$ cat src/rtl/mct_pkg.sv
package mct_pkg;
  localparam int unsigned A_CTRL  = 0;
  localparam int unsigned A_SRC   = 1;
  localparam int unsigned A_COUNT = 2;
  localparam int unsigned A_PLIM  = 3;
  localparam int unsigned A_PCNT  = 4;
  localparam int unsigned A_FLAGS = 5;
  localparam int unsigned A_MACT  = 6;
  localparam int unsigned A_CSET  = 7;
  localparam int unsigned A_PINS  = 8;
  localparam int unsigned A_MVAL0 = 9;

  typedef enum logic [1:0] {
    SRC_TIMER = 2'b00,
    SRC_RISE  = 2'b01,
    SRC_FALL  = 2'b10,
    SRC_BOTH  = 2'b11
  } src_mode_e;

  typedef enum logic [1:0] {
    PIN_KEEP = 2'b00,
    PIN_LOW  = 2'b01,
    PIN_HIGH = 2'b10,
    PIN_FLIP = 2'b11
  } pin_act_e;
endpackage

$ cat src/rtl/mct_in_sync.sv
module mct_in_sync #(
  parameter int unsigned N = 4
) (
  input  logic         clk_i,
  input  logic         rst_ni,
  input  logic [N-1:0] d_i,
  output logic [N-1:0] rise_o,
  output logic [N-1:0] fall_o
);
  for (genvar g = 0; g < N; g++) begin : g_bit
    logic s1_q, s2_q, s3_q;
    always_ff @(posedge clk_i or negedge rst_ni) begin
      if (!rst_ni) begin
        s1_q <= 1'b0;
        s2_q <= 1'b0;
        s3_q <= 1'b0;
      end else begin
        s1_q <= d_i[g];
        s2_q <= s1_q;
        s3_q <= s2_q;
      end
    end
    assign rise_o[g] = s2_q & ~s3_q;
    assign fall_o[g] = ~s2_q & s3_q;

    assert_edge_excl_R8: assert property (@(posedge clk_i) disable iff (!rst_ni)
      !(rise_o[g] && fall_o[g]))
      else $error("edge flags overlap");
  end
endmodule

$ cat src/rtl/mct_prescale.sv
module mct_prescale #(
  parameter int unsigned W = 32
) (
  input  logic         clk_i,
  input  logic         rst_ni,
  input  logic         run_i,
  input  logic         clr_i,
  input  logic         wr_i,
  input  logic [W-1:0] wdata_i,
  input  logic [W-1:0] lim_i,
  output logic [W-1:0] cnt_o,
  output logic         wrap_o
);
  logic [W-1:0] cnt_q;

  assign wrap_o = run_i && (cnt_q == lim_i);
  assign cnt_o  = cnt_q;

  always_ff @(posedge clk_i or negedge rst_ni) begin
    if (!rst_ni)     cnt_q <= '0;
    else if (clr_i)  cnt_q <= '0;
    else if (wr_i)   cnt_q <= wdata_i;
    else if (wrap_o) cnt_q <= '0;
    else if (run_i)  cnt_q <= cnt_q + 1'b1;
  end

  assert_wrap_zero_R2: assert property (@(posedge clk_i) disable iff (!rst_ni)
    (wrap_o && !wr_i) |=> (cnt_o == '0))
    else $error("prescale did not wrap");
endmodule

$ cat src/rtl/mct_match_ch.sv
module mct_match_ch
  import mct_pkg::*;
#(
  parameter int unsigned W = 32
) (
  input  logic         clk_i,
  input  logic         rst_ni,
  input  logic         tick_i,
  input  logic [W-1:0] cnt_i,
  input  logic [W-1:0] val_i,
  input  logic [1:0]   act_i,
  input  logic         pin_wr_i,
  input  logic         pin_wd_i,
  output logic         hit_o,
  output logic         pin_o
);
  logic pin_q;

  assign hit_o = tick_i && (cnt_i == val_i);
  assign pin_o = pin_q;

  always_ff @(posedge clk_i or negedge rst_ni) begin
    if (!rst_ni) pin_q <= 1'b0;
    else if (pin_wr_i) pin_q <= pin_wd_i;
    else if (hit_o) begin
      unique case (pin_act_e'(act_i))
        PIN_LOW:  pin_q <= 1'b0;
        PIN_HIGH: pin_q <= 1'b1;
        PIN_FLIP: pin_q <= ~pin_q;
        default:  pin_q <= pin_q;
      endcase
    end
  end

  assert_pin_flip_R7: assert property (@(posedge clk_i) disable iff (!rst_ni)
    (hit_o && !pin_wr_i && act_i == 2'b11) |=> (pin_o != $past(pin_o)))
    else $error("pin did not invert");
  assert_pin_high_R7: assert property (@(posedge clk_i) disable iff (!rst_ni)
    (hit_o && !pin_wr_i && act_i == 2'b10) |=> pin_o)
    else $error("pin not driven high");
endmodule

$ cat src/rtl/mct_timer.sv
module mct_timer
  import mct_pkg::*;
#(
  parameter int unsigned CNT_W  = 32,
  parameter int unsigned N_CH   = 4,
  parameter int unsigned ADDR_W = 5
) (
  input  logic              clk_i,
  input  logic              rst_ni,
  input  logic              wr_en_i,
  input  logic [ADDR_W-1:0] addr_i,
  input  logic [CNT_W-1:0]  wdata_i,
  output logic [CNT_W-1:0]  rdata_o,
  input  logic [N_CH-1:0]   cap_i,
  output logic [N_CH-1:0]   ext_o,
  output logic              irq_o
);
  localparam int unsigned SEL_W   = (N_CH > 1) ? $clog2(N_CH) : 1;
  localparam int unsigned SRC_W   = 2 + SEL_W;
  localparam int unsigned ACT3_W  = 3 * N_CH;
  localparam int unsigned PACT_W  = 2 * N_CH;
  localparam int unsigned FLAG_W  = 2 * N_CH;
  localparam int unsigned CAP0    = A_MVAL0 + N_CH;

  logic                 en_q, clr_q;
  logic [SRC_W-1:0]     src_q;
  logic [CNT_W-1:0]     cnt_q, plim_q, pcnt;
  logic [ACT3_W-1:0]    mact_q, cset_q;
  logic [PACT_W-1:0]    pact_q;
  logic [FLAG_W-1:0]    flags_q, flag_set;
  logic [CNT_W-1:0]     mval_q [N_CH];
  logic [CNT_W-1:0]     capv_q [N_CH];
  logic [N_CH-1:0]      rise, fall, hit, cap_ev;
  logic [N_CH-1:0]      hit_rst, hit_stop, hit_irq, cap_irq;
  logic                 wr_ctrl, wr_src, wr_cnt, wr_plim, wr_pcnt, wr_flags;
  logic                 wr_mact, wr_cset, wr_pins;
  logic                 timer_mode, pre_run, pre_wrap, edge_sel, tick;
  logic                 any_rst, any_stop;
  logic [SEL_W-1:0]     sel;

  assign wr_ctrl  = wr_en_i && (addr_i == ADDR_W'(A_CTRL));
  assign wr_src   = wr_en_i && (addr_i == ADDR_W'(A_SRC));
  assign wr_cnt   = wr_en_i && (addr_i == ADDR_W'(A_COUNT));
  assign wr_plim  = wr_en_i && (addr_i == ADDR_W'(A_PLIM));
  assign wr_pcnt  = wr_en_i && (addr_i == ADDR_W'(A_PCNT));
  assign wr_flags = wr_en_i && (addr_i == ADDR_W'(A_FLAGS));
  assign wr_mact  = wr_en_i && (addr_i == ADDR_W'(A_MACT));
  assign wr_cset  = wr_en_i && (addr_i == ADDR_W'(A_CSET));
  assign wr_pins  = wr_en_i && (addr_i == ADDR_W'(A_PINS));

  mct_in_sync #(.N(N_CH)) u_sync (
    .clk_i, .rst_ni, .d_i(cap_i), .rise_o(rise), .fall_o(fall)
  );

  assign timer_mode = (src_mode_e'(src_q[1:0]) == SRC_TIMER);
  assign sel        = src_q[SRC_W-1:2];
  assign pre_run    = en_q && !clr_q && timer_mode;

  mct_prescale #(.W(CNT_W)) u_pre (
    .clk_i, .rst_ni, .run_i(pre_run), .clr_i(clr_q), .wr_i(wr_pcnt),
    .wdata_i(wdata_i), .lim_i(plim_q), .cnt_o(pcnt), .wrap_o(pre_wrap)
  );

  always_comb begin
    unique case (src_mode_e'(src_q[1:0]))
      SRC_RISE: edge_sel = rise[sel];
      SRC_FALL: edge_sel = fall[sel];
      SRC_BOTH: edge_sel = rise[sel] | fall[sel];
      default:  edge_sel = pre_wrap;
    endcase
  end
  assign tick = en_q && !clr_q && edge_sel;

  for (genvar g = 0; g < N_CH; g++) begin : g_ch
    mct_match_ch #(.W(CNT_W)) u_match (
      .clk_i, .rst_ni, .tick_i(tick), .cnt_i(cnt_q), .val_i(mval_q[g]),
      .act_i(pact_q[2*g +: 2]), .pin_wr_i(wr_pins), .pin_wd_i(wdata_i[g]),
      .hit_o(hit[g]), .pin_o(ext_o[g])
    );
    assign hit_irq[g]  = hit[g] & mact_q[3*g];
    assign hit_rst[g]  = hit[g] & mact_q[3*g+1];
    assign hit_stop[g] = hit[g] & mact_q[3*g+2];
    assign cap_ev[g]   = (rise[g] & cset_q[3*g]) | (fall[g] & cset_q[3*g+1]);
    assign cap_irq[g]  = cap_ev[g] & cset_q[3*g+2];

    always_ff @(posedge clk_i or negedge rst_ni) begin
      if (!rst_ni) begin
        mval_q[g] <= '0;
        capv_q[g] <= '0;
      end else begin
        if (wr_en_i && addr_i == ADDR_W'(A_MVAL0 + g)) mval_q[g] <= wdata_i;
        if (cap_ev[g]) capv_q[g] <= cnt_q;
      end
    end

    assert_cap_flag_R8: assert property (@(posedge clk_i) disable iff (!rst_ni)
      cap_irq[g] |=> flags_q[N_CH+g])
      else $error("capture flag missing");
  end

  assign any_rst  = |hit_rst;
  assign any_stop = |hit_stop;
  assign flag_set = {cap_irq, hit_irq};

  always_ff @(posedge clk_i or negedge rst_ni) begin
    if (!rst_ni) begin
      en_q    <= 1'b0;
      clr_q   <= 1'b0;
      src_q   <= '0;
      cnt_q   <= '0;
      plim_q  <= '0;
      mact_q  <= '0;
      cset_q  <= '0;
      pact_q  <= '0;
      flags_q <= '0;
    end else begin
      if (wr_ctrl) begin
        en_q  <= wdata_i[0];
        clr_q <= wdata_i[1];
      end else if (tick && any_stop) begin
        en_q <= 1'b0;
      end
      if (clr_q)       cnt_q <= '0;
      else if (wr_cnt) cnt_q <= wdata_i;
      else if (tick) begin
        if (any_rst)       cnt_q <= '0;
        else if (!any_stop) cnt_q <= cnt_q + 1'b1;
      end
      if (wr_src)  src_q  <= wdata_i[SRC_W-1:0];
      if (wr_plim) plim_q <= wdata_i;
      if (wr_mact) mact_q <= wdata_i[ACT3_W-1:0];
      if (wr_cset) cset_q <= wdata_i[ACT3_W-1:0];
      if (wr_pins) pact_q <= wdata_i[N_CH +: PACT_W];
      flags_q <= (flags_q & ~(wr_flags ? wdata_i[FLAG_W-1:0] : '0)) | flag_set;
    end
  end

  assign irq_o = |flags_q;

  always_comb begin
    rdata_o = '0;
    unique case (addr_i)
      ADDR_W'(A_CTRL):  rdata_o = CNT_W'({clr_q, en_q});
      ADDR_W'(A_SRC):   rdata_o = CNT_W'(src_q);
      ADDR_W'(A_COUNT): rdata_o = cnt_q;
      ADDR_W'(A_PLIM):  rdata_o = plim_q;
      ADDR_W'(A_PCNT):  rdata_o = pcnt;
      ADDR_W'(A_FLAGS): rdata_o = CNT_W'(flags_q);
      ADDR_W'(A_MACT):  rdata_o = CNT_W'(mact_q);
      ADDR_W'(A_CSET):  rdata_o = CNT_W'(cset_q);
      ADDR_W'(A_PINS):  rdata_o = CNT_W'({pact_q, ext_o});
      default: begin
        for (int k = 0; k < N_CH; k++) begin
          if (addr_i == ADDR_W'(A_MVAL0 + k)) rdata_o = mval_q[k];
          if (addr_i == ADDR_W'(CAP0 + k))    rdata_o = capv_q[k];
        end
      end
    endcase
  end

  assert_clr_hold_R3: assert property (@(posedge clk_i) disable iff (!rst_ni)
    clr_q |=> (cnt_q == '0 && pcnt == '0))
    else $error("hold-clear ignored");
  assert_irq_source_R4: assert property (@(posedge clk_i) disable iff (!rst_ni)
    $rose(irq_o) |-> $past(|flag_set))
    else $error("irq without event");
  assert_match_rst_R5: assert property (@(posedge clk_i) disable iff (!rst_ni)
    (any_rst && !wr_cnt) |=> (cnt_q == '0))
    else $error("match reset missed");
  assert_match_stop_R6: assert property (@(posedge clk_i) disable iff (!rst_ni)
    (any_stop && !wr_ctrl) |=> !en_q)
    else $error("match stop missed");
endmodule

$ cat config.mk
export PLATFORM = sky130hd
export DESIGN_NAME = mct_timer
export DESIGN_NICKNAME = d
export VERILOG_FILES = /design/src/rtl/mct_pkg.sv /design/src/rtl/mct_in_sync.sv /design/src/rtl/mct_prescale.sv /design/src/rtl/mct_match_ch.sv /design/src/rtl/mct_timer.sv
export SDC_FILE = /design/constraint.sdc
export NUM_CORES = 1
export LEC_CHECK = 0
export BUFFER_PORTS_ARGS = -buffer_cell sky130_fd_sc_hd__buf_4
export CAP_MARGIN = 20
export CELL_PAD_IN_SITES_DETAIL_PLACEMENT = 0
export CELL_PAD_IN_SITES_GLOBAL_PLACEMENT = 1
export CORE_MARGIN = 4
export CORE_UTILIZATION = 50
export DETAILED_ROUTE_END_ITERATION = 6
export GPL_TIMING_DRIVEN = 1
export PLACE_DENSITY = 0.81
export SYNTH_ARGS = -nofsm -noshare
export SYNTH_HDL_FRONTEND = slang
export SYNTH_SLANG_ARGS = --single-unit
$ cat constraint.sdc
create_clock -name clk_i -period 3.7 [get_ports clk_i]
set_input_delay 0.37 -clock clk_i [delete_from_list [all_inputs] [get_ports clk_i]]
set_output_delay 0.37 -clock clk_i [all_outputs]
set_load 0.05 [all_outputs]
* Yosys cells after proc, flatten, opt, wreduce, memory -nomap -nowiden *
Cells that the tools add are included.

cells by class
  add/sub/neg operators = 2
  order comparisons = 1
  equality and inequality tests = 37
  mux-type cells = 38
  bitwise gates (word level) = 52
  reduce and logical (&&, ||, !) cells = 44

operators by type and width
  cell                                                                   count
  32-bit 2-to-1 mux                                                      17
  32-bit one-hot mux with 9 select lines                                 1
  32-bit equality test                                                   5
  32-bit by 1-bit adder with 32-bit output, second input constant        2
  5-bit by 4-bit equality test with 1-bit output, second input constant  8
  1-bit AND                                                              32
  1-bit logical AND                                                      22
  2-bit equality test, second input constant                             10
  5-bit by 3-bit equality test with 1-bit output, second input constant  4
  4-bit nonzero test                                                     5
  1-bit one-hot mux with 3 select lines                                  5
  1-bit 2-to-1 mux                                                       12
  1-bit inverter                                                         12
  2-bit by 1-bit equality test with 1-bit output, second input constant  5
  5-bit by 2-bit equality test with 1-bit output, second input constant  2
  2-bit AND reduction                                                    5
  2-bit nonzero test                                                     5
  8-bit AND                                                              1
  8-bit 2-to-1 mux                                                       1
  8-bit inverter                                                         1
  8-bit bitwise OR                                                       1
  4-bit OR reduction                                                     2
  8-bit OR reduction                                                     1
  5-bit by 1-bit equality test with 1-bit output, second input constant  1
  9 further kinds                                                        14

word-level totals
  register bits after elaboration = 414
  bits of input ports = 44
  output and inout port bits = 37
  word-level logic and storage cells = 208

* Logic depth before layout (Yosys ltp) *
Gate-level depths: netlist of run 1.

  word-level depth = 15
  gate-level depth with buffers = 11
  depth with buffers taken out = 9

* By module *
A second synthesis of run 1 with hierarchy kept.

unflattened totals
  cells, all modules = 2103
  area, all modules = 22353.9 um^2

modules (own cells, without submodules)
  module        instances  cells each  area an instance (um^2)  seq. area each (um^2)
  mct_timer     1          1557        17695.7                  9158.8
  mct_prescale  1          326         2656.3                   800.8
  mct_match_ch  4          50          412.9                    25.0
  mct_in_sync   1          20          350.3                    300.3

* Worst setup path after synthesis of run 1 *
No wires, ideal clock.

  path kind = input -> output
  start point = input port addr_i[4]
  end point = output port rdata_o[9]
  data arrival time = 2.877 ns
  data required time = 3.330 ns
  setup slack = 0.453 ns
  stages on the path = 10
  buffers on the path = 4
  cells stage by stage = clkbuf_1 nor3b_1 and3b_1 clkbuf_1 clkbuf_1 buf_1 a22oi_1 a41oi_1 a211oi_1 a31oi_1

on the way
  word-level cells in the longest chain between the ends = 10
  elaborated cells between the ends (all ways) = 26
  classes of those cells = 16 x eq/ne; 9 x mux; 1 x reduce/logical

ends and longest elaborated chain
  element                                         RTL line          text
  start: declaration                              mct_timer.sv:11   input logic [ADDR_W-1:0] addr_i,
  5-bit by 4-bit equality test with 1-bit output  mct_timer.sv:154  if (addr_i == ADDR_W'(A_MVAL0 + k)) rdata_o = mval_q[k];
  32-bit 2-to-1 mux                               mct_timer.sv:154
  32-bit 2-to-1 mux                               mct_timer.sv:155  if (addr_i == ADDR_W'(CAP0 + k)) rdata_o = capv_q[k];
  32-bit 2-to-1 mux                               mct_timer.sv:154
  32-bit 2-to-1 mux                               mct_timer.sv:155
  32-bit 2-to-1 mux                               mct_timer.sv:154
  32-bit 2-to-1 mux                               mct_timer.sv:155
  32-bit 2-to-1 mux                               mct_timer.sv:154
  32-bit 2-to-1 mux                               mct_timer.sv:155
  32-bit one-hot mux with 9 select lines (*)      mct_timer.sv:142  unique case (addr_i)
  end: declaration                                mct_timer.sv:13   output logic [CNT_W-1:0] rdata_o,

Mark *: on every way between the ends. The rest lies on a longest branch, timed or not.

* Worst setup path in the final report of run 1 *
  start point = register u_pre.cnt_q[26] (netlist: u_pre.cnt_o[26])
  end point = register cnt_q[23]

on the way
  word-level cells in the longest chain between the ends = 11
  elaborated cells between the ends (all ways) = 25
  classes of those cells = 2 x eq/ne; 5 x mux; 8 x bitwise; 10 x reduce/logical

ends and longest elaborated chain
  element                                    RTL line            text
  start: declaration                         mct_prescale.sv:14  logic [W-1:0] cnt_q;
  start signal: assignment                   mct_prescale.sv:22  else if (wr_i) cnt_q <= wdata_i;
  start signal: assignment                   mct_prescale.sv:24  else if (run_i) cnt_q <= cnt_q + 1'b1;
  32-bit equality test (*)                   mct_prescale.sv:16  assign wrap_o = run_i && (cnt_q == lim_i);
  1-bit logical AND (*)                      mct_prescale.sv:16
  1-bit one-hot mux with 3 select lines (*)  mct_timer.sv:65     unique case (src_mode_e'(src_q[1:0]))
  1-bit logical AND (*)                      mct_timer.sv:72     assign tick = en_q && !clr_q && edge_sel;
  1-bit logical AND                          mct_match_ch.sv:19  assign hit_o = tick_i && (cnt_i == val_i);
  1-bit AND                                  mct_timer.sv:81     assign hit_rst[g] = hit[g] & mact_q[3*g+1];
  4-bit OR reduction                         mct_timer.sv:101    assign any_rst = |hit_rst;
  32-bit 2-to-1 mux                          mct_timer.sv:126    if (any_rst) cnt_q <= '0;
  32-bit 2-to-1 mux                          mct_timer.sv:125    else if (tick) begin
  32-bit 2-to-1 mux                          mct_timer.sv:124    else if (wr_cnt) cnt_q <= wdata_i;
  32-bit 2-to-1 mux                          mct_timer.sv:123    if (clr_q) cnt_q <= '0;
  end signal: assignment                     mct_timer.sv:124
  end signal: assignment                     mct_timer.sv:127    else if (!any_stop) cnt_q <= cnt_q + 1'b1;
  end: declaration                           mct_timer.sv:27     logic [CNT_W-1:0] cnt_q, plim_q, pcnt;

Mark *: on every way between the ends. The rest lies on a longest branch, timed or not. The select of a mux whose other input is x is not followed.
A chain may end at the register's enable or synchronous reset.

==> results.env, run 1 <==
WL_MET2_MM=36.8
SYNTHESIS.YOSYS.WARNINGS=0
WORST_PATH_DOMINANT_CELL_FAMILY='compound AO/OA/AOI/OAI gates'
REMAINING_DRC_ERRORS=2
MAXIMUM_NUMBER_OF_PINS_ON_ONE_NET_BEFORE_GLOBAL_ROUTE_REPAIR=86
DETAILEDROUTE.FIRSTPASSITERATIONCOUNT=7
MIN_TO='cnt_q[26]$_DFFE_PN0P_'
WORSTHOLDPATHTYPE='primary input to flip-flop'
DETAIL_ROUTE.VIAS_PER_CELL=6.87
DIE_AREA_UM2=47700
MAX_FREQ_MHz=288
GROUTE.USAGE.OVERALL_PCT=34.4
OUTCOME='finished, violations left'
CRIT_PATH_CELL_TRACE='xnor2_1 > nand4_1 > or4_1 > or3_4 > a211o_1 > a21oi_2 > nor2_1 > buf_4 > a221o_1'
DRT_ITER0_MARKERS=2780
SYNTH.DISTINCT_CELLS=66
ROUTEDLENGTHMET1_MM=34.1
DP_HPWL_MM=58.3
WORSTMARGINPINSLEW_NS=1.11
CTS_HOLD_BUFFERS=5
NETSWITCHINGPOWER_uW=5220
WORST_R2R_STARTPOINT='u_pre.cnt_o[26]$_DFFE_PN0P_'
R2R_END='cnt_q[23]$_DFFE_PN0P_'
AVGROUTEDWIREPERCELL_UM=30.5
FINAL_PERIOD_MINUS_WORST_SETUP_SLACK_NS=3.47
ROWS=76
INTPOWER_uW=10200
VIOLATIONS='DRC'
CTS.PATH.MAX_BUFFERS=3
FIRST_GLOBAL_VIAS=18200
SETUP.WORST_PATH.CLASS='flip-flop to flip-flop'
GATE_COUNT_POST_SYNTH=2054
AREA_OCCUPIED_BY_MULTI_INPUT_GATES_UM2=11000
ROUTE.MET3.WL_MM=8.20
AREA_GROWTH_PCT=15.0
NNETSFINAL=2167
DRIVE_GT1_SHARE_PCT=28.4
POWER.SHARE.SEQUENTIAL_PCT=42.6
WORSTHOLDSTART='wdata_i[26]'
SEQCELLAREA_UM2=10400
CTS_RESIZED=0
CRITICAL_PATH.MAX_STAGE_DELAY_NS=0.51
MIN_PATH_CELLS=3
SYNTH_FP_NETS=2106
POSTROUTEWIRELENGTH_MM=83.3
GRT_FIRST_PASS_WIRELENGTH_MM=122
CP_NUM_BUF_INV=1
ANTENNADIODECOUNT=0
POSTLAYOUTCELLAREA_UM2=25500
SLEW-LIMIT-HEADROOM_PCT=25.6
SW_FRAC_OF_TOTAL_PCT=33.8
FIN_WORST_SKEW_NS=0.0126
POSTSYNTHREGISTERBITS=414
POWER.SHARE.COMBINATIONAL_PCT=25.0
CRITICAL-PATH-SLOWEST-CELL='or4_1'
FINAL_MIN_PERIOD_OVER_CLOCK_PERIOD_PCT=93.7
PATH_MAX_FANOUT=14
CLK_ROOT_BUFFER_CELL='clkbuf_16'
DIE_SPAN_IN_Y_UM=218
POST_SYNTHESIS_AVERAGE_CELL_AREA_UM2=10.8
FINAL_ANTENNA_NET_COUNT=0
REPORT.FINAL.HOLD_VIOL_COUNT=0
CP-END-KIND='flip-flop'
TIMING.FINAL.SETUP_VIOLATIONS=0
TIMING.MAX_CAP.VIOLATIONS=0
GLOBAL_ROUTE_OVERFLOW=0
NUM_VIAS=18800
WORSTSKEWPAIRLATENCY_NS=0.59
DPL_CELL_AREA_UM2=23800
SYNTH_ENABLE_FLOP_CELLS=0
CTS_BUFFERS=47
SETUP_TNS_NS=0
FILL_CELL_TOTAL_OF_THE_FINISHED_LAYOUT=3750
POWER.DENSITY_nW_PER_UM2=606
SYNTH.TOP_CELLS.BY_AREA='dfrtp_1 47%, mux2_2 16%, xnor2_1 6.0%, clkbuf_1 2.5%, a222oi_1 2.4%'
AREA_OF_THE_MAPPED_NETLIST_UM2=22100
TOP_LAYER_USED='met5'
CRITPATHARRIVALTIME_NS=3.93
NUMBER_OF_PORT_BUFFERS=80
FLOORPLAN.IO_PINS=81
RSZ_0062_RAISED_AFTER_GLOBAL_ROUTING='false'
REG2REG_SETUP_SLACK_NS=0.23
INITIAL_ANTENNA_VIOLATION_COUNT=1
GP_CONGESTION=0.970
WORSTSETUPSTARTPOINTTYPE='flip-flop'
YS_SEQ_AREA_SHARE_PCT=46.8
SYNTH_AREA_LEADER_CELL='dfrtp_1'
TRITONCTS='yes'
CTS_POST_SETUP_BUFFERS_INSERTED=0
CLKSLEWWORSTSETUPHOLDPATHS_NS=0.06
POWER_LEAKAGE_uW=0.0109
VDD_IR_DROP_MAX_mV=0.482
TRITONCTS_NUM_SINKS=414
PLACEABLECOREAREA_UM2=43500
SYNTH_TOP_AREA_SHARE_PCT=46.8
EFFECTIVE_UTILIZATION_AT_FLOORPLAN_PCT=50.9
CHIPWIDTH_UM=218
REQUIRED_TIME_WORST_ENDPOINT_NS=4.16
POSTSYNTH.ASYNCRESETSHARE_PCT=100
WORST-R2R-CELL-COUNT=9
YOSYS_MOST_USED_DFF='dfrtp_1'
SETUP.WORST_PATH.START='u_pre.cnt_o[26]$_DFFE_PN0P_'
HTREE_LEVELS=2
CLOCK_POWER_SHARE_PCT=32.4
FINAL-MAX-SLEW-VIOLATION-COUNT=0
[state kept, by name, summed over array words and instances, names as in the netlist]
signal / flops
mact_q: 12
flags_q: 8
u_sync.g_bit.s3_q: 4
en_q: 1
src_q: 4
u_pre.cnt_o: 32
capv_q: 128
plim_q: 32
mval_q: 128
g_ch.u_match.pin_o: 4
u_sync.g_bit.s2_q: 4
u_sync.g_bit.s1_q: 4
clr_q: 1
cnt_q: 32
pact_q: 8
cset_q: 12
[worst max path at each step]
stage                                        to  slack, ns  cells past startpoint
after global placement     cnt_q[0]$_DFFE_PN0P_       0.28                      9
after detailed placement  cnt_q[23]$_DFFE_PN0P_       0.30                      9
after global routing      cnt_q[23]$_DFFE_PN0P_       0.07                      9
after floorplan                      rdata_o[9]       0.45                     10
after CTS                 cnt_q[23]$_DFFE_PN0P_       0.27                      9
final                     cnt_q[23]$_DFFE_PN0P_       0.23                      9
[power groups by stage]
stage / sequential [uW] / clock [uW] / combinational [uW]
after floorplan: 6060 / 0 / 2620
after global placement: 6540 / 0 / 3680
after detailed placement: 6600 / 0 / 3730
after CTS: 6530 / 5040 / 3760
after global routing: 6660 / 5220 / 4050
final: 6580 / 5010 / 3860
[layout make-up]
| class | instances | share of cell area, % |
|---|---|---|
| clock buffers | 70 | 5.48 |
| well taps | 585 | 2.87 |
| flip-flops and latches | 414 | 40.7 |
| repair buffers | 202 | 6.67 |
| multi-input cells | 1435 | 43.2 |
| clock inverters | 11 | 0.904 |
| inverters | 15 | 0.221 |
[synthesized netlist by cell type (10+ instances only)]
cell	count
nand3_1	43
dfrtp_1	414
mux2_2	322
xnor2_1	152
nor4_1	20
nand2_1	144
a22o_1	30
a211oi_1	26
a21oi_1	75
nand4_1	54
nor2b_1	12
nor3_1	27
nand3b_1	11
a222oi_1	54
and2_1	10
o21ai_0	68
clkbuf_1	145
inv_1	15
o22ai_1	12
o31ai_1	12
nor2_1	91
a31oi_1	14
and3_1	32
buf_2	10
xor2_1	23
a22oi_1	61
buf_1	27
a221oi_1	32
[layer usage]
layer,vias up,GRT usage [%]
met2,1262,51.3
met5,-,0
li1,7750,-
met4,2,16.2
met1,9537,48.8
met3,225,6.19
[cell families after synthesis]
logic type | count (synthesis) | synth area share (%)
xor gates and xnor gates | 178 | 7.14
AOI/OAI and AO/OA | 434 | 14.2
DFF | 414 | 46.8
adders and majority gates | 8 | 0.452
buffers and inverters | 205 | 3.72
muxes | 328 | 16.7
and+or+nand+nor | 487 | 11.0
[worst register-to-register path, stage by stage (launching register included)]
cell and delay (ns):
dfrtp_1 0.45, xnor2_1 0.34, nand4_1 0.13, or4_1 0.51, or3_4 0.39, a211o_1 0.51
a21oi_2 0.37, nor2_1 0.12, buf_4 0.18, a221o_1 0.35
[placed cells by master, fill, tap and decap left out, drive strengths merged, types with 43 or more instances in the layout]
| cell | netlist | layout |
|---|---|---|
| dfrtp | 414 | 414 |
| mux2 | 323 | 323 |
| buf | 45 | 197 |
| xnor2 | 155 | 155 |
| nand2 | 144 | 144 |
| nor2 | 91 | 91 |
| a21oi | 76 | 76 |
| o21ai | 71 | 71 |
| clkbuf | 145 | 70 |
| a22oi | 61 | 61 |
| a222oi | 54 | 54 |
| nand4 | 54 | 54 |
| nand3 | 43 | 43 |
[through the flow]
stage	instances	setup WS, ns	hold WS [ns]	power [uW]	utilization, %
2_1_floorplan	2054	0.453	0.0744	8680	-
3_3_place_gp	2646	0.285	0.336	10200	54.7
3_5_place_dp	2646	0.300	0.335	10300	54.7
4_1_cts	2732	0.271	0.109	15300	58.6
5_1_grt	2732	0.0676	0.125	15900	58.6
6_report	2732	0.233	0.125	15400	58.6
Power figures use the tool's default switching activity.
==> run 2, diff against run 1 <==
--- a/config.mk
+++ b/config.mk
@@ -9,7 +9,7 @@
 export CAP_MARGIN = 20
 export CELL_PAD_IN_SITES_DETAIL_PLACEMENT = 0
 export CELL_PAD_IN_SITES_GLOBAL_PLACEMENT = 1
-export CORE_MARGIN = 4
+export CORE_MARGIN = 3
 export CORE_UTILIZATION = 50
 export DETAILED_ROUTE_END_ITERATION = 6
 export GPL_TIMING_DRIVEN = 1
==> results.env, run 2 (same netlist as run 1, synthesis figures left out) <==
FINAL_MIN_PERIOD_OVER_CLOCK_PERIOD_PCT=96.6  # was 93.7%
VDD_IR_DROP_MAX_mV=0.454  # was 0.482 mV
DIE_SPAN_IN_Y_UM=216  # was 218 um
WORST_PATH_MOST_REPEATED_CELL='nand4_1'
MAXIMUM_NUMBER_OF_PINS_ON_ONE_NET_BEFORE_GLOBAL_ROUTE_REPAIR=96  # was 86
R2R_END='cnt_q[18]$_DFFE_PN0P_'  # was cnt_q[23]$_DFFE_PN0P_
CRITICAL-PATH-SLOWEST-CELL='nor4_1'  # was or4_1
MAX_FREQ_MHz=280  # was 288 MHz
FILL_CELL_TOTAL_OF_THE_FINISHED_LAYOUT=3732  # was 3750
MIN_PATH_CELLS=2  # was 3
FINAL_ANTENNA_NET_COUNT=0  # unchanged
DETAIL_ROUTE.VIAS_PER_CELL=6.77  # was 6.87
WORSTHOLDPATHTYPE='primary input to flip-flop'  # unchanged
WORST-R2R-CELL-COUNT=9  # unchanged
CLKSLEWWORSTSETUPHOLDPATHS_NS=0.07  # was 0.06 ns
WORSTSETUPSTARTPOINTTYPE='flip-flop'  # unchanged
CHIPWIDTH_UM=216  # was 218 um
REG2REG_SETUP_SLACK_NS=0.13  # was 0.23 ns
CLK_ROOT_BUFFER_CELL='clkbuf_16'  # unchanged
CRIT_PATH_CELL_TRACE='xnor2_1 > nand4_1 > nor4_1 > nand3_1 > nand4_1 > a21oi_2 > nand2b_1 > buf_4 > a211oi_1'  # was xnor2_1 > nand4_1 > or4_1 > or3_4 > a211o_1 > a21oi_2 > nor2_1 > buf_4 > a221o_1
CRITPATHARRIVALTIME_NS=4.04  # was 3.93 ns
DRT_ITER0_MARKERS=2819  # was 2780
CTS_POST_SETUP_BUFFERS_INSERTED=0  # unchanged
REQUIRED_TIME_WORST_ENDPOINT_NS=4.17  # was 4.16 ns
VIOLATIONS='DRC'  # unchanged
FINAL_COMMON_CELL='dfrtp_1'  # unchanged
POWER.DENSITY_nW_PER_UM2=602  # was 606 nW/um2
POST-LAYOUT-TOTAL-POWER_uW=15300  # was 15400 uW
DP_HPWL_MM=58.1  # was 58.3 mm
OUTCOME='finished, violations left'  # unchanged
DP_SLACK_NS=0.256  # was 0.300 ns
TRITONCTS='yes'  # unchanged
FINAL_PERIOD_MINUS_WORST_SETUP_SLACK_NS=3.57  # was 3.47 ns
HTREE_LEVELS=2  # unchanged
EFFECTIVE_UTILIZATION_AT_FLOORPLAN_PCT=51.1  # was 50.9%
CAPTURE_POINT_OF_THE_CRITICAL_PATH='cnt_q[18]$_DFFE_PN0P_'  # was cnt_q[23]$_DFFE_PN0P_
AREA_GROWTH_PCT=15.0  # about the same
DIE_AREA_UM2=46800  # was 47700 um2
CP-END-KIND='flip-flop'  # unchanged
RSZ_0062_RAISED_AFTER_GLOBAL_ROUTING='false'  # unchanged
SETUP.WORST_PATH.START='cnt_q[16]$_DFFE_PN0P_'  # was u_pre.cnt_o[26]$_DFFE_PN0P_
WORSTSKEWPAIRLATENCY_NS=0.60  # was 0.59 ns
CP.DEPTH=9  # unchanged
FINAL_CELL_MIX='414 x dfrtp_1, 322 x mux2_2, 180 x buf_4'  # was 414 x dfrtp_1, 322 x mux2_2, 183 x buf_4
GROUTE.USAGE.OVERALL_PCT=34.3  # was 34.4%
GP_CONGESTION=0.991  # was 0.970
AVGROUTEDWIREPERCELL_UM=29.8  # was 30.5 um
FLOORPLAN.IO_PINS=81  # unchanged
DRIVE_GT1_SHARE_PCT=28.7  # was 28.4%
TIMING.FINAL.WS_SETUP_NS=0.127  # was 0.233 ns
REMAINING_DRC_ERRORS=2  # unchanged
NUMBER_OF_PORT_BUFFERS=80  # unchanged
NUM_VIAS=18500  # was 18800
CRITICAL_PATH.MAX_STAGE_DELAY_NS=0.67  # was 0.51 ns
PLACEABLECOREAREA_UM2=43400  # was 43500 um2
ROWS=76  # unchanged
POWER_LEAKAGE_uW=0.0109  # about the same
WORSTMARGINPINSLEW_NS=1.09  # was 1.11 ns
SETUP_TNS_NS=0  # unchanged
FINAL-MAX-SLEW-VIOLATION-COUNT=0  # unchanged
TOP_REGS='capv_q: 128 flops, mval_q: 128 flops'  # unchanged
CP_NUM_BUF_INV=1  # unchanged
NNETSFINAL=2163  # was 2167
REPORT.FINAL.HOLD_VIOL_COUNT=0  # unchanged
TIMING.FINAL.SETUP_VIOLATIONS=0  # unchanged
CTS_BUFFERS=46  # was 47
WORST_R2R_STARTPOINT='cnt_q[16]$_DFFE_PN0P_'  # was u_pre.cnt_o[26]$_DFFE_PN0P_
WORST_PATH_DOMINANT_CELL_FAMILY='simple AND/OR/NAND/NOR gates'  # was compound AO/OA/AOI/OAI gates
FIRST_GLOBAL_VIAS=18100  # was 18200
INITIAL_ANTENNA_VIOLATION_COUNT=2  # was 1
TIMING.MAX_CAP.VIOLATIONS=0  # unchanged
FIN_WORST_SKEW_NS=0.0239  # was 0.0126 ns
SETUP.WORST_PATH.CLASS='flip-flop to flip-flop'  # unchanged
TRITONCTS_NUM_SINKS=414  # unchanged
GRT_FIRST_PASS_WIRELENGTH_MM=120  # was 122 mm
DETAILEDROUTE.FIRSTPASSITERATIONCOUNT=7  # unchanged
SLEW-LIMIT-HEADROOM_PCT=27.0  # was 25.6%
CTS.PATH.MAX_BUFFERS=3  # unchanged
GLOBAL_ROUTE_OVERFLOW=0  # unchanged
POSTROUTEWIRELENGTH_MM=81.4  # was 83.3 mm
PATH_MAX_FANOUT=10  # was 14
-- run 2: cell types whose count changed in the layout (fill, tap and decap cells not counted), sizes merged --
cell and change:
bufinv -2, clkinvlp +1, clkbuf -2, diode +1
buf -3, clkinv +3
-- run 2: worst min-delay path by stage --
stage / end / from / slack (ns)
global route: mval_q[112]$_DFFE_PN0P_ / wdata_i[16] / 0.11
global placement: u_sync.g_bit[1].s2_q$_DFF_PN0_ / u_sync.g_bit[1].s1_q$_DFF_PN0_ / 0.33
floorplan: capv_q[0]$_DFFE_PN0N_ / rst_ni / 0.07
finish: mval_q[112]$_DFFE_PN0P_ / wdata_i[16] / 0.12
CTS: mval_q[112]$_DFFE_PN0P_ / wdata_i[16] / 0.1
detailed placement: u_sync.g_bit[0].s2_q$_DFF_PN0_ / u_sync.g_bit[0].s1_q$_DFF_PN0_ / 0.33
-- run 2: worst register-to-register path, delay by kind of cell (launching register included) --
family | cells | cell delay (ns)
simple gates | 5 | 1.80
flops | 1 | 0.52
xor+xnor | 1 | 0.47
compound gates | 2 | 0.35
buf+inv | 1 | 0.32
-- run 2: layer usage --
layer	share of wire (%)	vias to the layer above	global-route usage, %
li1	-	7738	-
met1	40	9384	47.2
met2	44	1118	50.5
met3	11	243	9.59
met4	5.5	2	16.1
met5	0.015	-	0
-- run 2: per-stage QoR --
step / hold WS (ns) / util (%) / instances / instance area [um2]
finish: 0.115 / 58.7 / 2730 / 25500
global route: 0.110 / 58.7 / 2729 / 25500
CTS: 0.0998 / 58.6 / 2728 / 25400
detailed placement: 0.335 / 54.8 / 2642 / 23800
global placement: 0.333 / 54.8 / 2642 / 23800
floorplan: 0.0744 / - / 2054 / 22100
-- run 2: layout make-up --
class / count / area [um2] / area share [%]
inverter: 15 / 56.3 / 0.221
antenna: 1 / 2.50 / 0.00983
clock inverter: 13 / 193 / 0.757
tap: 585 / 732 / 2.88
clock buffer: 68 / 1430 / 5.61
multi-input combinational: 1435 / 11000 / 43.2
timing repair buffer: 199 / 1680 / 6.62
sequential: 414 / 10400 / 40.7
-- run 2: repair_timing --
action                                  4_1_cts  5_1_grt
hold buffers                                  5        0
endpoints found under the setup margin        0        1
gates resized for setup                       0        1
hold endpoints to repair                     82        0
-- run 2: power by group --
group	switching (uW)	internal [uW]	total [uW]
combinational	2160	1700	3860
clock	1930	3000	4930
sequential	1090	5440	6530
total	5180	10100	15300
==> run 3, diff against run 2 <==
--- a/config.mk
+++ b/config.mk
@@ -11,8 +11,8 @@
 export CELL_PAD_IN_SITES_GLOBAL_PLACEMENT = 1
 export CORE_MARGIN = 3
 export CORE_UTILIZATION = 50
+export CTS_BUF_LIST = sky130_fd_sc_hd__clkbuf_8 sky130_fd_sc_hd__clkbuf_16
 export DETAILED_ROUTE_END_ITERATION = 6
-export GPL_TIMING_DRIVEN = 1
 export PLACE_DENSITY = 0.81
 export SYNTH_ARGS = -nofsm -noshare
 export SYNTH_HDL_FRONTEND = slang
==> constraint.sdc (replaced) <==
create_clock -name clk_i -period 3.7 [get_ports clk_i]
set_input_delay 0.37 -clock clk_i [delete_from_list [all_inputs] [get_ports clk_i]]
set_output_delay 0.37 -clock clk_i [all_outputs]
set_load 0.02 [all_outputs]
==> results.env, run 3 (same netlist as run 1, synthesis figures left out) <==
CTS.PATH.MAX_BUFFERS=3  # unchanged
INTPOWER_uW=9860  # was 10100 uW
NNETSFINAL=2167  # was 2163
FINAL-MAX-SLEW-VIOLATION-COUNT=0  # unchanged
CLKSLEWWORSTSETUPHOLDPATHS_NS=0.06  # was 0.07 ns
PATH_MAX_FANOUT=8  # was 10
FINAL_PERIOD_MINUS_WORST_SETUP_SLACK_NS=3.57  # about the same
DETAIL_ROUTE.VIAS_PER_CELL=6.87  # was 6.77
DRT_ITER0_MARKERS=2554  # was 2819
WORSTSKEWPAIRLATENCY_NS=0.59  # was 0.60 ns
GP_CONGESTION=0.980  # was 0.991
NUMBER_OF_PORT_BUFFERS=80  # unchanged
REG2REG_SETUP_SLACK_NS=0.13  # about the same
POWER_LEAKAGE_uW=0.0109  # about the same
CLK_ROOT_BUFFER_CELL='clkbuf_16'  # unchanged
TRITONCTS_NUM_SINKS=414  # unchanged
OUTCOME='finished, final reports clean'  # was finished, violations left
WORSTSETUPSTARTPOINTTYPE='flip-flop'  # unchanged
POSTROUTEWIRELENGTH_MM=83.0  # was 81.4 mm
DETAILEDROUTE.FIRSTPASSITERATIONCOUNT=7  # unchanged
TRITONCTS='yes'  # unchanged
TOP_REGS='capv_q: 128 flops, mval_q: 128 flops'  # unchanged
INITIAL_ANTENNA_VIOLATION_COUNT=1  # was 2
FINAL_MIN_PERIOD_OVER_CLOCK_PERIOD_PCT=96.4  # was 96.6%
REQUIRED_TIME_WORST_ENDPOINT_NS=4.16  # was 4.17 ns
CRITPATHARRIVALTIME_NS=4.03  # was 4.04 ns
CHIPWIDTH_UM=216  # unchanged
WORST_R2R_STARTPOINT='cnt_q[24]$_DFFE_PN0P_'  # was cnt_q[16]$_DFFE_PN0P_
FINAL_COMMON_CELL='dfrtp_1'  # unchanged
FIRST_GLOBAL_VIAS=18500  # was 18100
FINAL_CELL_MIX='414 x dfrtp_1, 322 x mux2_2, 183 x buf_4'  # was 414 x dfrtp_1, 322 x mux2_2, 180 x buf_4
GROUTE.USAGE.OVERALL_PCT=35.2  # was 34.3%
SETUP_TNS_NS=0  # unchanged
DP_HPWL_MM=59.5  # was 58.1 mm
WORST-R2R-CELL-COUNT=10  # was 9
GRT_FIRST_PASS_WIRELENGTH_MM=124  # was 120 mm
AREA_GROWTH_PCT=14.7  # was 15.0%
CLOCK_POWER_SHARE_PCT=30.9  # was 32.2%
DPL_CELL_AREA_UM2=23800  # about the same
MIN_PATH_CELLS=2  # unchanged
REMAINING_DRC_ERRORS=0  # was 2
WORSTMARGINPINSLEW_NS=1.14  # was 1.09 ns
MAX_FREQ_MHz=280  # about the same
AVGROUTEDWIREPERCELL_UM=30.4  # was 29.8 um
POSTLAYOUTCELLAREA_UM2=25400  # was 25500 um2
NUM_VIAS=18800  # was 18500
ROWS=76  # unchanged
DIE_SPAN_IN_Y_UM=216  # unchanged
GLOBAL_ROUTE_OVERFLOW=0  # unchanged
POWER.SHARE.COMBINATIONAL_PCT=25.2  # about the same
NETSWITCHINGPOWER_uW=5090  # was 5180 uW
VDD_IR_DROP_MAX_mV=0.345  # was 0.454 mV
TIMING.FINAL.SETUP_VIOLATIONS=0  # unchanged
FINAL_CORE_UTILIZATION_PCT=58.5  # was 58.7%
REPORT.FINAL.HOLD_VIOL_COUNT=0  # unchanged
MAXIMUM_NUMBER_OF_PINS_ON_ONE_NET_BEFORE_GLOBAL_ROUTE_REPAIR=104  # was 96
ANTENNADIODECOUNT=0  # was 1
DRIVE_GT1_SHARE_PCT=28.6  # was 28.7%
FLOORPLAN.IO_PINS=81  # unchanged
CTS_POST_SETUP_BUFFERS_INSERTED=0  # unchanged
R2R_END='cnt_q[28]$_DFFE_PN0P_'  # was cnt_q[18]$_DFFE_PN0P_
POWER.DENSITY_nW_PER_UM2=589  # was 602 nW/um2
POWER.SHARE.SEQUENTIAL_PCT=43.8  # was 42.6%
WORSTHOLDPATHTYPE='primary input to flip-flop'  # unchanged
DIE_AREA_UM2=46800  # unchanged
MIN_TO='plim_q[12]$_DFFE_PN0P_'  # was mval_q[112]$_DFFE_PN0P_
SLEW-LIMIT-HEADROOM_PCT=23.9  # was 27.0%
EFFECTIVE_UTILIZATION_AT_FLOORPLAN_PCT=51.1  # unchanged
HTREE_LEVELS=2  # unchanged
SW_FRAC_OF_TOTAL_PCT=34.0  # was 33.8%
CTS_BUFFERS=46  # unchanged
WORSTHOLDSTART='wdata_i[12]'  # was wdata_i[16]
SETUP.WORST_PATH.CLASS='flip-flop to flip-flop'  # unchanged
POST-LAYOUT-TOTAL-POWER_uW=15000  # was 15300 uW
RSZ_0062_RAISED_AFTER_GLOBAL_ROUTING='false'  # unchanged
FIN_WORST_SKEW_NS=0.0190  # was 0.0239 ns
TIMING.MAX_CAP.VIOLATIONS=0  # unchanged
SETUP.WORST_PATH.START='cnt_q[24]$_DFFE_PN0P_'  # was cnt_q[16]$_DFFE_PN0P_
FINAL_ANTENNA_NET_COUNT=0  # unchanged
CP-END-KIND='flip-flop'  # unchanged
PLACEABLECOREAREA_UM2=43400  # unchanged
run 3: cell count changes in the layout (fill, tap and decap cells not counted), moves of 2 or more:
cell,before,now
bufinv_16,5,1
inv_1,15,26
buf_4,180,183
clkbuf_8,13,17
clkbuf_16,49,47
clkbuf_1,6,0
buf_12,12,14
run 3: power groups by stage:
stage	Clock (uW)	Combinational, uW	Sequential, uW
3_5_place_dp	0	3650	6580
5_1_grt	4840	3980	6650
2_1_floorplan	0	2510	6060
3_3_place_gp	0	3590	6540
4_1_cts	4660	3680	6510
6_report	4620	3770	6560
run 3: repair_timing:
item,in CTS,in global routing
resized for setup,0,0
endpoints found under the hold margin,100,0
hold buffers,5,0
run 3: per-layer routing:
| metal | track usage, % | vias to the layer above | part of all wire, % |
|---|---|---|---|
| li1 | - | 7765 | - |
| met2 | 53.7 | 1120 | 44 |
| met5 | 0 | - | 0.016 |
| met3 | 7.08 | 250 | 9.8 |
| met1 | 49.2 | 9648 | 41 |
| met4 | 15.2 | 2 | 5.2 |
run 3: final cells by class:
class                   count  area, um2
fillers                  3709      18000
multi-input cells        1435      11000
flip-flops and latches    414      10400
repair buffers            203       1720
clock buffers              64       1410
well taps                 585        732
clock inverters            19        110
inverters                  15       56.3
run 3: critical path, stage by stage (launching register included):
cell and delay, ns:
dfrtp_1 0.63, buf_4 0.28, xnor2_1 0.13, nand4_1 0.18
nor4_1 0.77, nand3_1 0.21, nand4_1 0.23, a21oi_2 0.10
nand2b_1 0.37, buf_4 0.31, a22o_1 0.20
run 3: worst max-delay path by stage:
| stage | end |
|---|---|
| after floorplan | cnt_q[1]$_DFFE_PN0P_ |
| after global placement | cnt_q[30]$_DFFE_PN0P_ |
| after detailed placement | cnt_q[30]$_DFFE_PN0P_ |
| after CTS | cnt_q[30]$_DFFE_PN0P_ |
| after global routing | cnt_q[18]$_DFFE_PN0P_ |
| final | cnt_q[28]$_DFFE_PN0P_ |
run 3: through the flow:
step / cells / hold slack [ns] / setup slack (ns)
floorplan: 2054 / 0.0744 / 0.773
global placement: 2645 / 0.333 / 0.304
detailed placement: 2647 / 0.336 / 0.294
CTS: 2735 / 0.115 / 0.273
global route: 2735 / 0.127 / 0.0501
finish: 2735 / 0.136 / 0.134
